[src/rtl/seg_addr_pkg.sv]
// Shared definitions for the segmented address generator.
// Assumes a single flat address width for all register inputs.
package seg_addr_pkg;
    // Decoded per-step control flags.
    typedef struct packed {
        logic mop;
        logic sel_e0;
        logic sel_ret;
        logic stk;
        logic ctx_en;
        logic mem;
    } step_flags_t;
endpackage

[src/rtl/seg_base_sel.sv]
// Base selection stage: starts from zero, the data-register word
// overrides it, and the return register overrides both.
// Assumes the flags are already decoded single bits.
module seg_base_sel #(
    parameter int W = 32
) (
    input  seg_addr_pkg::step_flags_t flags,
    input  logic [W-1:0]              e0,
    input  logic [W-1:0]              ret,
    output logic [W-1:0]              base
);
    // Ordered override: later assignments win.
    always_comb begin
        base = '0;
        if (flags.sel_e0)  base = e0;
        if (flags.sel_ret) base = ret;
    end
endmodule

[src/rtl/seg_region_add.sv]
// Adds the enabled terms to the base: signed immediate, stack pointer
// plus stack region, scaled context and memory region. Sums wrap.
// Assumes region constants fit in W bits.
module seg_region_add #(
    parameter int              W         = 32,
    parameter int              IMM_W     = 16,
    parameter logic [W-1:0]    STK_BASE  = 32'h0001_0000,
    parameter logic [W-1:0]    MEM_BASE  = 32'h0002_0000,
    parameter logic [W-1:0]    CTX_SCALE = 32'h0004_0000
) (
    input  seg_addr_pkg::step_flags_t flags,
    input  logic [W-1:0]              base,
    input  logic [IMM_W-1:0]          imm,
    input  logic [W-1:0]              sp,
    input  logic [W-1:0]              ctx,
    output logic [W-1:0]              sum
);
    localparam int EXT_W = W - IMM_W;

    logic [W-1:0] imm_ext;
    logic [W-1:0] ctx_term;

    // Sign-extend the immediate to the address width.
    assign imm_ext = {{EXT_W{imm[IMM_W-1]}}, imm};

    // Context scaling: a shift when the stride is a power of two.
    generate
        if ((CTX_SCALE & (CTX_SCALE - 1'b1)) == '0) begin : g_ctx_shift
            assign ctx_term = ctx << $clog2(CTX_SCALE);
        end else begin : g_ctx_mul
            assign ctx_term = ctx * CTX_SCALE;
        end
    endgenerate

    // Accumulate the enabled terms in a fixed order.
    always_comb begin
        sum = base;
        if (imm != '0)   sum = sum + imm_ext;
        if (flags.stk)   sum = sum + sp + STK_BASE;
        if (flags.ctx_en) sum = sum + ctx_term;
        if (flags.mem)   sum = sum + MEM_BASE;
    end
endmodule

[src/rtl/seg_addr_gen.sv]
// Top of the segmented address generator. Combines base selection and
// region addition, then registers the address and the memory strobe.
// Assumes inputs are stable for the whole cycle; one step per cycle.
module seg_addr_gen #(
    parameter int           ADDR_W    = 32,
    parameter int           IMM_W     = 16,
    parameter logic [31:0]  STK_BASE  = 32'h0001_0000,
    parameter logic [31:0]  MEM_BASE  = 32'h0002_0000,
    parameter logic [31:0]  CTX_SCALE = 32'h0004_0000
) (
    input  logic              clk,
    input  logic              rst_n,
    input  logic              mop_i,
    input  logic              sel_e0_i,
    input  logic              sel_ret_i,
    input  logic              stk_i,
    input  logic              ctx_en_i,
    input  logic              mem_i,
    input  logic [IMM_W-1:0]  imm_i,
    input  logic [ADDR_W-1:0] e0_i,
    input  logic [ADDR_W-1:0] ret_i,
    input  logic [ADDR_W-1:0] sp_i,
    input  logic [ADDR_W-1:0] ctx_i,
    output logic [ADDR_W-1:0] addr_o,
    output logic              addr_vld_o
);
    import seg_addr_pkg::*;

    localparam logic [ADDR_W-1:0] STK_C = ADDR_W'(STK_BASE);
    localparam logic [ADDR_W-1:0] MEM_C = ADDR_W'(MEM_BASE);
    localparam logic [ADDR_W-1:0] CTX_C = ADDR_W'(CTX_SCALE);

    step_flags_t       flags;
    logic [ADDR_W-1:0] base;
    logic [ADDR_W-1:0] sum;

    // Pack the flag pins into the shared struct.
    always_comb begin
        flags.mop     = mop_i;
        flags.sel_e0  = sel_e0_i;
        flags.sel_ret = sel_ret_i;
        flags.stk     = stk_i;
        flags.ctx_en  = ctx_en_i;
        flags.mem     = mem_i;
    end

    seg_base_sel #(.W(ADDR_W)) u_base (
        .flags (flags),
        .e0    (e0_i),
        .ret   (ret_i),
        .base  (base)
    );

    seg_region_add #(
        .W(ADDR_W), .IMM_W(IMM_W),
        .STK_BASE(STK_C), .MEM_BASE(MEM_C), .CTX_SCALE(CTX_C)
    ) u_add (
        .flags (flags),
        .base  (base),
        .imm   (imm_i),
        .sp    (sp_i),
        .ctx   (ctx_i),
        .sum   (sum)
    );

    // Output register: address every cycle, strobe from the mop flag.
    always_ff @(posedge clk) begin
        if (!rst_n) begin
            addr_o     <= '0;
            addr_vld_o <= 1'b0;
        end else begin
            addr_o     <= sum;
            addr_vld_o <= flags.mop;
        end
    end


    vld_set_chk: assert property (@(posedge clk) disable iff (!rst_n)
        mop_i |=> addr_vld_o);

    vld_clr_chk: assert property (@(posedge clk) disable iff (!rst_n)
        !mop_i |=> !addr_vld_o);

    zero_base_chk: assert property (@(posedge clk) disable iff (!rst_n)
        (!sel_e0_i && !sel_ret_i && !stk_i && !ctx_en_i && !mem_i && imm_i == '0)
        |=> addr_o == '0);

    ret_prio_chk: assert property (@(posedge clk) disable iff (!rst_n)
        (sel_ret_i && !stk_i && !ctx_en_i && !mem_i && imm_i == '0)
        |=> addr_o == $past(ret_i));

    e0_base_chk: assert property (@(posedge clk) disable iff (!rst_n)
        (sel_e0_i && !sel_ret_i && !stk_i && !ctx_en_i && !mem_i && imm_i == '0)
        |=> addr_o == $past(e0_i));

    stk_term_chk: assert property (@(posedge clk) disable iff (!rst_n)
        (stk_i && !sel_e0_i && !sel_ret_i && !ctx_en_i && !mem_i && imm_i == '0)
        |=> addr_o == $past(sp_i) + STK_C);

    mem_term_chk: assert property (@(posedge clk) disable iff (!rst_n)
        (mem_i && !stk_i && !sel_e0_i && !sel_ret_i && !ctx_en_i && imm_i == '0)
        |=> addr_o == MEM_C);
endmodule

[config.mk]
export PLATFORM = sky130hd
export DESIGN_NAME = seg_addr_gen
export DESIGN_NICKNAME = d
export VERILOG_FILES = /design/src/rtl/seg_addr_pkg.sv /design/src/rtl/seg_base_sel.sv /design/src/rtl/seg_region_add.sv /design/src/rtl/seg_addr_gen.sv
export SDC_FILE = /design/constraint.sdc
export NUM_CORES = 1
export LEC_CHECK = 0
export ABC_AREA = 1
export ABC_CLOCK_PERIOD_IN_PS = 7000
export BUFFER_PORTS_ARGS = -buffer_cell sky130_fd_sc_hd__buf_4
export CORE_AREA = 8 8 135 137
export DETAILED_ROUTE_END_ITERATION = 10
export DIE_AREA = 0 0 143 145
export PLACE_DENSITY = 0.78
export SLEW_MARGIN = 20
export SYNTH_ARGS = -nofsm -noshare
export SYNTH_HDL_FRONTEND = slang
export SYNTH_HIERARCHICAL = 1
export SYNTH_SLANG_ARGS = --single-unit
[constraint.sdc]
create_clock -name clk -period 7 [get_ports clk]
set_input_delay 0.7 -clock clk [delete_from_list [all_inputs] [get_ports clk]]
set_output_delay 0.7 -clock clk [all_outputs]
set_load 0.005 [all_outputs]
==> results.yml <==
critical_path:
  endpoint_kind: "flop"
  cp.required_ns: 7.17
  cp.arrival_ns: 6.73
  cpMostUsedCell: "nand2_1"
  slowest_delay_ns: 0.43
  crit_slowest_cell: "fa_1"
  critPathKind: "in2reg"
  crit_fanout: 16
  startpoint_type: "input pin"
yosys:
  ys_seq_area_share_pct: 7.82
  yosysWarnings: 6
  synth-edff-count: 0
  syn_area_um2: 8450
  yosys_most_used_dff: "dfxtp_1"
  avgSynthCellArea_um2: 5.62
  ys_ff_latch: 33
  synth_largest_area_cell: "nand2_1"
  syn_nets: 1764
  synth_top_area_share_pct: 24.3
  async_reset_ff_share_pct: 0
  synth_cells: 1503
  synth_area_leaders: "nand2_1, ha_1, inv_1"
  synth_cell_types: 48
run_status:
  status: "finished, final reports clean"
placed_design:
  port_buffers: 166
  gp_congestion: 0.989
  hpwl_um: 24600
  dpl_cell_area_um2: 9990
power:
  p_sw_share_pct: 52.2
  internal_power_w: 0.00105
  p_seq_share_pct: 11.2
  vdd_drop_max_v: 0.000147
  powerDensity_nw_per_um2: 216
  report.power.total_w: 0.00219
  clock_power_share_pct: 9.5
  p_leak_nw: 5.90
  combPwrFrac_pct: 79.3
  p_switching_w: 0.00114
die:
  die_area_um2: 20700
  num_rows: 47
  io_pins: 185
  core-area_um2: 16200
  die_w_um: 143
  start_util_pct: 52.3
  dieHeight_um: 145
final_layout:
  fin_area_um2: 10200
  layout-drive-gt1-share_pct: 19.5
  area_growth_pct: 20.2
  n_antenna_cell: 0
  layout.nets: 1941
timing:
  fmax_mhz: 152
  post-route-min-period_ns: 6.56
  holdWs_ns: 0.625
  relSlewSlack_pct: 59.3
  finalSetupViolCount: 0
  hold_viol: 0
  worstMarginPinSlew_ns: 0.610
  drv_slew: 0
  period_share_pct: 93.7
route:
  wirelength_um: 28100
  wl_met1_um: 12300
  dr_wl_met3_um: 1480
  drtAntennaViolNets: 0
  wl_per_cell_um: 14.8
  routed-via-count: 9965
  dr.max_layer_used: "met4"
  drt_iter0_drc: 751
  drc: 0
  wl_met2_um: 13500
  firstDrtPassIters: 7
  routed_via_density: 5.24
cts:
  path_clk_slew_ns: 0.05
  cts_tree: "yes"
  cts-root-buf: "clkbuf_16"
  cts.sinks: 33
  cts_buffers: 5
  cts_buffer_depth: 2
  h-tree-depth: 2
global_route:
  grt-ovfl-total: 0
  first_global_vias: 9378
  grtUsageTotal_pct: 26.3
  antenna_found_initial: 0
  grt_pass1_wl_um: 44600
  grt_max_degree: 43
worst_hold_path:
  hold_class: "in2reg"
flow_run:
  drv_cap: 0
[critical path: cells and delay by family]
family	cells	cell delay (ns)
XOR/XNOR	1	0.16
AND/OR/NAND/NOR	24	2.12
buffers and inverters	8	0.74
adder cells (fa/ha/maj)	5	1.68
AO/OA/AOI/OAI	7	1.30
[routing by layer]
| metal | up-vias | global-route usage, % |
|---|---|---|
| li1 | 5144 | - |
| met1 | 4465 | 33.1 |
| met2 | 304 | 46.0 |
| met3 | 52 | 1.94 |
| met4 | 0 | 8.51 |
| met5 | - | 0 |
[power groups by stage]
| stage | Clock (W) | Combinational, W | Sequential [W] |
|---|---|---|---|
| finish | 0.000208 | 0.00174 | 0.000247 |
| global route | 0.000221 | 0.00194 | 0.000252 |
| CTS | 0.000212 | 0.00171 | 0.000247 |
| detailed placement | 0 | 0.00170 | 0.000250 |
| global placement | 0 | 0.00167 | 0.000249 |
| floorplan | 0 | 0.00119 | 0.000257 |
[Yosys cell counts (3+ instances only)]
cell	count
xnor2_1	23
o21ai_1	4
dfxtp_1	33
nand2_2	24
nor4_1	3
nor2_1	98
or2_1	3
o211ai_1	3
nand3b_1	6
nand4_1	20
inv_1	201
and2_1	5
xor2_1	17
inv_2	16
buf_2	4
nor3_1	15
o21a_1	3
buf_8	3
buf_6	10
nand2_1	548
nor3_2	3
a21boi_0	6
nand3_1	134
o21bai_1	9
a21oi_1	69
o21ai_0	43
or2_2	17
nor2_4	7
fa_1	3
nand3_2	23
ha_1	106
clkbuf_1	8
nor2_2	16
[cell families after synthesis]
kind of cell / share of synthesized area (%)
AND/OR/NAND/NOR: 49.4
flip-flops: 7.82
XOR/XNOR: 4.15
adder cells (fa/ha/maj): 16.4
AO/OA/AOI/OAI: 9.55
buffers and inverters: 12.7
[through the flow]
| step | setup TNS [ns] | setup slack (ns) | util (%) | instances |
|---|---|---|---|---|
| 3_3_place_gp | 0 | 0.244 | 61.8 | 1893 |
| 6_report | 0 | 0.440 | 62.8 | 1901 |
| 3_5_place_dp | 0 | 0.157 | 61.8 | 1893 |
| 2_1_floorplan | 0 | 0.908 | - | 1503 |
| 5_1_grt | -0.000242 | -0.000242 | 62.8 | 1901 |
| 4_1_cts | 0 | 0.409 | 62.7 | 1901 |
[cell type report]
class / count / area [um2]
flip-flops and latches: 33 / 661
well taps: 220 / 275
fillers: 1613 / 6020
clock inverters: 3 / 17.5
multi-input cells: 1221 / 6730
inverters: 219 / 827
repair buffers: 200 / 1520
clock buffers: 5 / 125
[final timing paths]
| check | startpoint | endpoint | slack [ns] | cells after the start |
|---|---|---|---|---|
| worst min-delay path | mop_i | addr_vld_o | 0.62 | 3 |
| worst max-delay path | sel_ret_i | addr_o[31] | 0.44 | 45 |
[state kept, by name (all words and copies together) (netlist names)]
| signal | cells |
|---|---|
| addr_o | 32 |
| addr_vld_o | 1 |
[cells in the final DEF, fill, tap and decap left out, drive strengths merged]
cell      count
xnor2        23
and2          5
nor4          3
or2          21
clkinvlp      1
o21bai        9
nand3b        7
o21a          3
o21ai        48
ha          106
dfxtp        33
o211ai        4
a21oi        71
nand2       574
a311oi        1
a21boi        6
nor3         18
clkbuf        5
fa            3
buf         200
o2111ai       1
clkinv        3
inv         218
a31oi         2
nor2        121
nand3       158
xor2         17
nand4        20
[timing repair]
action                                  CTS  global route
hold buffers                              0             0
endpoints found under the setup margin    0             6
resized for setup                         0             9
setup buffers                             0             0
Note: power is estimated with default switching activity, not from simulation.
